==> src/rtl/predlk_pkg.sv <==
package predlk_pkg;

  typedef enum logic {
    CLS_INT = 1'b0,
    CLS_FP  = 1'b1
  } op_class_e;

  typedef struct packed {
    logic zero;
    logic inv;
    logic ffirst;
  } pred_flags_t;

  localparam int unsigned NUM_CLASSES = 2;

endpackage

==> src/rtl/predlk_rst_sync.sv <==
module predlk_rst_sync #(
  parameter int unsigned STAGES = 2
) (
  input  logic clk,
  input  logic rst_n,
  output logic srst_n
);

  logic [STAGES-1:0] sync_q;
  logic [STAGES-1:0] sync_d;

  always_comb begin
    sync_d = {sync_q[STAGES-2:0], 1'b1};
  end

  always_ff @(posedge clk or negedge rst_n) begin
    if (!rst_n) sync_q <= '0;
    else        sync_q <= sync_d;
  end

  assign srst_n = sync_q[STAGES-1];

endmodule

==> src/rtl/predlk_bank.sv <==
module predlk_bank
  import predlk_pkg::*;
#(
  parameter int unsigned NREG   = 32,
  parameter int unsigned IDX_W  = $clog2(NREG),
  parameter int unsigned TYPE_W = 2,
  parameter bit          IS_FP  = 1'b0
) (
  input  logic              clk,
  input  logic              rst_n,
  input  logic              pw_we,
  input  logic [TYPE_W-1:0] pw_type,
  input  logic [IDX_W-1:0]  pw_reg,
  input  pred_flags_t       pw_flags,
  input  logic [IDX_W-1:0]  pw_idx,
  input  logic              rt_we,
  input  logic              rt_fp,
  input  logic [IDX_W-1:0]  rt_reg,
  input  logic              rt_en,
  input  logic [IDX_W-1:0]  rd_reg,
  output logic              rd_rt_en,
  output logic              rd_pen,
  output pred_flags_t       rd_flags,
  output logic [IDX_W-1:0]  rd_idx
);

  logic              pw_hit;
  logic              rt_hit;
  logic [NREG-1:0]   rt_q,  rt_d;
  logic [NREG-1:0]   pen_q, pen_d;
  pred_flags_t       flg_q [NREG];
  logic [IDX_W-1:0]  idx_q [NREG];

  // Type 0 names the integer table; every other code names the FP table.
  assign pw_hit = pw_we && (IS_FP ? (pw_type != '0) : (pw_type == '0));
  assign rt_hit = rt_we && (rt_fp == IS_FP);

  always_comb begin
    rt_d  = rt_q;
    pen_d = pen_q;
    if (rt_hit) rt_d[rt_reg]  = rt_en;
    if (pw_hit) pen_d[pw_reg] = 1'b1;
  end

  always_ff @(posedge clk or negedge rst_n) begin
    if (!rst_n) begin
      rt_q  <= '0;
      pen_q <= '0;
    end else begin
      rt_q  <= rt_d;
      pen_q <= pen_d;
    end
  end

  // Payload fields need no reset: they are only read behind pen_q.
  for (genvar g = 0; g < NREG; g++) begin : g_ent
    always_ff @(posedge clk) begin
      if (pw_hit && (pw_reg == IDX_W'(g))) begin
        flg_q[g] <= pw_flags;
        idx_q[g] <= pw_idx;
      end
    end
  end

  assign rd_rt_en = rt_q[rd_reg];
  assign rd_pen   = pen_q[rd_reg];
  assign rd_flags = flg_q[rd_reg];
  assign rd_idx   = idx_q[rd_reg];

  AST_PW_SETS_EN: assert property (@(posedge clk) disable iff (!rst_n)
    pw_hit |=> (pen_q[$past(pw_reg)] && (idx_q[$past(pw_reg)] == $past(pw_idx))
                && (flg_q[$past(pw_reg)] == $past(pw_flags)))) else $error("pw");

  AST_RT_WRITE: assert property (@(posedge clk) disable iff (!rst_n)
    rt_hit |=> (rt_q[$past(rt_reg)] == $past(rt_en))) else $error("rt");

  AST_OTHER_CLASS: assert property (@(posedge clk) disable iff (!rst_n)
    (rt_we && (rt_fp != IS_FP) && !rt_hit) |=> $stable(rt_q)) else $error("cls");

endmodule

==> src/rtl/predlk_resolve.sv <==
module predlk_resolve
  import predlk_pkg::*;
#(
  parameter int unsigned XLEN  = 64,
  parameter int unsigned IDX_W = 5
) (
  input  logic              rt_en,
  input  logic              pen,
  input  pred_flags_t       flags,
  input  logic [IDX_W-1:0]  idx,
  input  logic [XLEN-1:0]   rf_rdata,
  output logic [IDX_W-1:0]  rf_raddr,
  output logic              hit,
  output logic [XLEN-1:0]   mask,
  output logic              zero,
  output logic              ffirst
);

  always_comb begin
    hit      = rt_en && pen;
    rf_raddr = idx;
    if (hit) begin
      mask   = flags.inv ? ~rf_rdata : rf_rdata;
      zero   = flags.zero;
      ffirst = flags.ffirst;
    end else begin
      mask   = '1;
      zero   = 1'b0;
      ffirst = 1'b0;
    end
  end

endmodule

==> src/rtl/predlk_unit.sv <==
module predlk_unit
  import predlk_pkg::*;
#(
  parameter int unsigned XLEN   = 64,
  parameter int unsigned NREG   = 32,
  parameter int unsigned TYPE_W = 2,
  localparam int unsigned IDX_W = $clog2(NREG)
) (
  input  logic              clk,
  input  logic              rst_n,
  input  logic              cfg_we,
  input  logic [TYPE_W-1:0] cfg_type,
  input  logic [IDX_W-1:0]  cfg_reg,
  input  logic              cfg_zero,
  input  logic              cfg_inv,
  input  logic              cfg_ffirst,
  input  logic [IDX_W-1:0]  cfg_predidx,
  input  logic              rt_we,
  input  logic              rt_fp,
  input  logic [IDX_W-1:0]  rt_reg,
  input  logic              rt_en,
  input  logic              req_valid,
  output logic              req_ready,
  input  logic              req_fp,
  input  logic [IDX_W-1:0]  req_reg,
  output logic [IDX_W-1:0]  rf_raddr,
  input  logic [XLEN-1:0]   rf_rdata,
  output logic              rsp_valid,
  input  logic              rsp_ready,
  output logic [XLEN-1:0]   rsp_mask,
  output logic              rsp_zero,
  output logic              rsp_ffirst
);

  logic srst_n;

  predlk_rst_sync #(.STAGES(2)) u_rst (
    .clk    (clk),
    .rst_n  (rst_n),
    .srst_n (srst_n)
  );

  pred_flags_t      wr_flags;
  logic             bk_rt   [NUM_CLASSES];
  logic             bk_pen  [NUM_CLASSES];
  pred_flags_t      bk_flg  [NUM_CLASSES];
  logic [IDX_W-1:0] bk_idx  [NUM_CLASSES];

  assign wr_flags = '{zero: cfg_zero, inv: cfg_inv, ffirst: cfg_ffirst};

  for (genvar c = 0; c < NUM_CLASSES; c++) begin : g_bank
    predlk_bank #(
      .NREG   (NREG),
      .IDX_W  (IDX_W),
      .TYPE_W (TYPE_W),
      .IS_FP  (c == int'(CLS_FP))
    ) u_bank (
      .clk      (clk),
      .rst_n    (srst_n),
      .pw_we    (cfg_we),
      .pw_type  (cfg_type),
      .pw_reg   (cfg_reg),
      .pw_flags (wr_flags),
      .pw_idx   (cfg_predidx),
      .rt_we    (rt_we),
      .rt_fp    (rt_fp),
      .rt_reg   (rt_reg),
      .rt_en    (rt_en),
      .rd_reg   (req_reg),
      .rd_rt_en (bk_rt[c]),
      .rd_pen   (bk_pen[c]),
      .rd_flags (bk_flg[c]),
      .rd_idx   (bk_idx[c])
    );
  end

  logic             sel_rt, sel_pen, hit;
  pred_flags_t      sel_flg;
  logic [IDX_W-1:0] sel_idx;
  logic [XLEN-1:0]  res_mask;
  logic             res_zero, res_ffirst;

  assign sel_rt  = bk_rt[req_fp];
  assign sel_pen = bk_pen[req_fp];
  assign sel_flg = bk_flg[req_fp];
  assign sel_idx = bk_idx[req_fp];

  predlk_resolve #(.XLEN(XLEN), .IDX_W(IDX_W)) u_res (
    .rt_en    (sel_rt),
    .pen      (sel_pen),
    .flags    (sel_flg),
    .idx      (sel_idx),
    .rf_rdata (rf_rdata),
    .rf_raddr (rf_raddr),
    .hit      (hit),
    .mask     (res_mask),
    .zero     (res_zero),
    .ffirst   (res_ffirst)
  );

  // Response register: next-state and register processes kept apart.
  logic            vld_q, vld_d;
  logic [XLEN-1:0] msk_q;
  logic            zro_q, ffs_q;
  logic            req_fire;

  assign req_ready = srst_n && (!vld_q || rsp_ready);
  assign req_fire  = req_valid && req_ready;

  always_comb begin
    vld_d = vld_q;
    if (req_fire)       vld_d = 1'b1;
    else if (rsp_ready) vld_d = 1'b0;
  end

  always_ff @(posedge clk or negedge srst_n) begin
    if (!srst_n) vld_q <= 1'b0;
    else         vld_q <= vld_d;
  end

  always_ff @(posedge clk) begin
    if (req_fire) begin
      msk_q <= res_mask;
      zro_q <= res_zero;
      ffs_q <= res_ffirst;
    end
  end

  assign rsp_valid  = vld_q;
  assign rsp_mask   = msk_q;
  assign rsp_zero   = zro_q;
  assign rsp_ffirst = ffs_q;

  AST_FIRE_TO_VALID: assert property (@(posedge clk) disable iff (!srst_n)
    req_fire |=> rsp_valid) else $error("lat");

  AST_HOLD_STALL: assert property (@(posedge clk) disable iff (!srst_n)
    (rsp_valid && !rsp_ready) |=> (rsp_valid && $stable(rsp_mask)
                                   && $stable(rsp_zero) && $stable(rsp_ffirst))) else $error("hold");

  AST_READY_IDLE: assert property (@(posedge clk) disable iff (!srst_n)
    !rsp_valid |-> req_ready) else $error("rdy");

  AST_NO_RT_DEFAULT: assert property (@(posedge clk) disable iff (!srst_n)
    (req_fire && !sel_rt) |=> ((rsp_mask == '1) && !rsp_zero && !rsp_ffirst)) else $error("rt0");

  AST_NO_PRED_DEFAULT: assert property (@(posedge clk) disable iff (!srst_n)
    (req_fire && sel_rt && !sel_pen) |=> ((rsp_mask == '1) && !rsp_zero && !rsp_ffirst)) else $error("pen0");

  AST_PASS_MASK: assert property (@(posedge clk) disable iff (!srst_n)
    (req_fire && hit && !sel_flg.inv) |=> (rsp_mask == $past(rf_rdata))) else $error("pass");

  AST_INV_MASK: assert property (@(posedge clk) disable iff (!srst_n)
    (req_fire && hit && sel_flg.inv) |=> (rsp_mask == ~$past(rf_rdata))) else $error("inv");

  AST_FLAGS_OUT: assert property (@(posedge clk) disable iff (!srst_n)
    (req_fire && hit) |=> ((rsp_zero == $past(sel_flg.zero)) && (rsp_ffirst == $past(sel_flg.ffirst)))) else $error("flg");

endmodule

==> config.mk <==
export PLATFORM = sky130hd
export DESIGN_NAME = predlk_unit
export DESIGN_NICKNAME = d
export VERILOG_FILES = /design/src/rtl/predlk_pkg.sv /design/src/rtl/predlk_rst_sync.sv /design/src/rtl/predlk_bank.sv /design/src/rtl/predlk_resolve.sv /design/src/rtl/predlk_unit.sv
export SDC_FILE = /design/constraint.sdc
export NUM_CORES = 1
export LEC_CHECK = 0
export BUFFER_PORTS_ARGS = -buffer_cell sky130_fd_sc_hd__buf_2
export CORE_MARGIN = 1.5
export CORE_UTILIZATION = 40
export CTS_BUF_LIST = sky130_fd_sc_hd__clkbuf_8 sky130_fd_sc_hd__clkbuf_16
export DETAILED_ROUTE_END_ITERATION = 12
export GPL_TIMING_DRIVEN = 0
export HOLD_SLACK_MARGIN = 0.12
export PLACE_DENSITY = 0.63
export SYNTH_ARGS = -nofsm -noshare
export SYNTH_HDL_FRONTEND = slang
export SYNTH_HIERARCHICAL = 1
export SYNTH_SLANG_ARGS = --single-unit
==> constraint.sdc <==
create_clock -name clk -period 4.45 [get_ports clk]
set_input_delay 0.2225 -clock clk [delete_from_list [all_inputs] [get_ports clk]]
set_output_delay 0.2225 -clock clk [all_outputs]
set_load 0.02 [all_outputs]
==> metrics.txt <==
outcome=finished clean; post_cts resized=0; # setup viols final=0; die extent in x=276.3 um; CP Class=primary input to output port; count of cell types in the netlist=39; Peak Freq=0.3235 GHz; fraction of registers with async set/reset=0.1848; initial core utilization=0.4028; GR Overflow Total=0; type of origin of the critical path=primary input; initial antenna violation count=7; Placed Area=32050 um^2; Core Area=approximately 74000 um^2; largest net degree at the start of global routing=65; commonest non-fill, non-tap cell in the layout=edfxtp_1; Detail Route Antenna Nets=0; I/O pin count=~170; CTS clk-pin slew, worst paths=roughly 0.060 ns; CTS tree=built; min-delay worst type=primary input to flop; cell area after synthesis=29880 um^2; Max Slew Vio Count=0; layout cells sized above 1=0.1803; Pre-antenna DRT Iters=7; CTS buffer count=75; Max-slew headroom=0.06031; Syn Inst Count=around 1900; initial DRC count=roughly 1700; vias in the first global route=17612; Pleak=13.24 nW; Crit path required time=between 4 and 5 ns; maximum VDD drop=0.2820 mV; Final Wtd Congestion=0.8641; global-route wire length before repair=109800 um; Post-Route Utilization=0.4752; Vias=17344; Max Buffers Root-to-Sink=3; CTS root buf=clkbuf_16; Tot GR Track Use=0.1906; worst skew pair latency=approximately 0.63 ns; Die ar.=76360 um^2; final WL=73240 um; fin crit period=3.091 ns; pwr dens=427.7 nW/um^2; Die Ht=276.3 um; crit path max fanout=10; area delta synth->final=17.98%; setup TNS=0 ns; row cnt=100; Max-cap violations=0; Least-Margin Pin Slew=roughly 1.4 ns; final hold vios=0; vias per inst=5.281; Overall Power=around 0.015 W; Final Cell Area=35260 um^2; # DRC=0; Final Skew=between 0.02 and 0.025 ns; Synth Warn #=6; final net count=2348; Final period util=0.6946; H-tree depth=3; critical path arrival=between 2 and 3 ns; clock sinks=about 710; number of synthesized flops with an enable pin=578; top_reg_cell synth=edfxtp_1; sequential area share after synthesis=0.6905; unrepaired setup endpoints after global routing=false; Post-Syn Area per Cell=15.52 um^2; Crit. End Element=output port; Synth Net Count=2024; Post-DP HPWL=47410 um; number of port buffers=about 170; Post-Layout Cell Count=between 3000 and 4000; WL/cell=22.30 um; Seq cells post-synth=just over 700; placed cells=about 3100; commonest non-fill, non-tap cells in the layout=578 x edfxtp_1, 320 x mux2i_1, 195 x buf_2
==> flip-flops by register name, summed over array words and instances, names as in the netlist <==
name and count:
g_bank.u_bank/flg_q 192, g_bank.u_bank/idx_q 320, g_bank.u_bank/pen_q 64, g_bank.u_bank/rt_q 64, rsp_ffirst 1, rsp_mask 64
rsp_valid 1, rsp_zero 1, u_rst/sync_q 2
==> cell usage after synthesis, types with 12 or more instances <==
| cell | count | area [um^2] |
|---|---|---|
| a21oi_1 | 40 | 200.2 |
| a22o_1 | 40 | 350.3 |
| a22oi_1 | 80 | 600.6 |
| a31oi_1 | 20 | 125.1 |
| buf_12 | 12 | 240.2 |
| buf_2 | 32 | 160.2 |
| buf_4 | 19 | 142.6 |
| buf_6 | 16 | 180.2 |
| clkbuf_1 | 15 | 56.30 |
| dfrtp_1 | 131 | 3278 |
| edfxtp_1 | 578 | 17360 |
| mux2_1 | 64 | 720.7 |
| mux2i_1 | 320 | 3203 |
| nand2_1 | 148 | 555.5 |
| nand3_1 | 46 | 230.2 |
| nand3b_1 | 12 | 90.09 |
| nand4_1 | 21 | 131.4 |
| nor2_1 | 106 | 397.9 |
| nor3_2 | 19 | 190.2 |
| or2_1 | 65 | 406.6 |
| xnor2_1 | 64 | 560.5 |
==> layout make-up <==
cell class,count,area [um^2]
Fill cell,6321,38940
Sequential cell,709,20640
Multi-Input combinational cell,1106,8302
Clock buffer,82,2007
Timing Repair Buffer,247,1707
Tap cell,969,1212
Buffer,110,952.2
Clock inverter,58,430.4
Antenna cell,2,5.005
Inverter,1,3.754
==> final timing paths <==
path	depth (start not counted)	startpoint	slack, ns	endpoint
worst max-delay path	9	req_reg[2]	1.36	rf_raddr[1]
worst min-delay path	5	rt_reg[0]	0.17	g_bank[1].u_bank/rt_q[17]
worst max register to register	10	g_bank[1].u_bank/flg_q[6][1]	1.67	rsp_mask[53]
worst min register to register	0	u_rst/sync_q[1]	0.23	g_bank[0].u_bank/pen_q[7]
max in group asynchronous	2	u_rst/sync_q[1]	3.19	g_bank[0].u_bank/pen_q[26]
min in group asynchronous	0	u_rst/sync_q[1]	0.23	g_bank[0].u_bank/pen_q[7]
==> through the flow <==
stage	hold slack, ns	setup slack, ns
6_report	0.1705	1.359
5_1_grt	0.1828	1.302
4_1_cts	0.1341	1.402
3_5_place_dp	0.01054	0.9734
3_3_place_gp	0.006517	-1.536
2_1_floorplan	-0.07309	0.1291
==> repair_timing <==
item / 4_1_cts / 5_1_grt
buffers inserted: 0 / 0
hold endpoints to repair: 76 / 0
hold buffers: 73 / 0
==> critical path, stage by stage <==
cell	delay, ns
buf_2	0.17
nor2b_1	0.49
clkbuf_1	0.45
a22oi_1	0.19
a31oi_1	0.44
nand3_1	0.25
mux2_4	0.35
buf_4	0.13
buf_2	0.16
==> cell families after synthesis <==
| group | after synthesis | share of synthesized area |
|---|---|---|
| compound gates | 182 | 0.04337 |
| other cells | 1 | 0.0001255 |
| xor+xnor | 64 | 0.01876 |
| buf+inv | 111 | 0.03199 |
| flops | 709 | 0.6905 |
| mux | 394 | 0.1363 |
| simple gates | 465 | 0.07896 |
==> where the power goes <==
part | total [W] | leakage, nW | switching [W] | internal [W]
sequential | 0.00754 | 6.85 | 0.000108 | 0.00743
combinational | 0.00142 | 5.15 | 0.000824 | 0.000601
clock | 0.00612 | 1.24 | 0.00257 | 0.00355
total | 0.0151 | 13.2 | 0.00350 | 0.0116
==> layer usage <==
metal  vias to the layer above  global-route usage  wire, um
li1                       7910                   -         -
met1                      8674              0.2664     32790
met2                       623              0.3007     33610
met3                       125             0.03997      5097
met4                        12             0.05468      1674
met5                         -                   0        64
(Power assumes the default switching activity.)
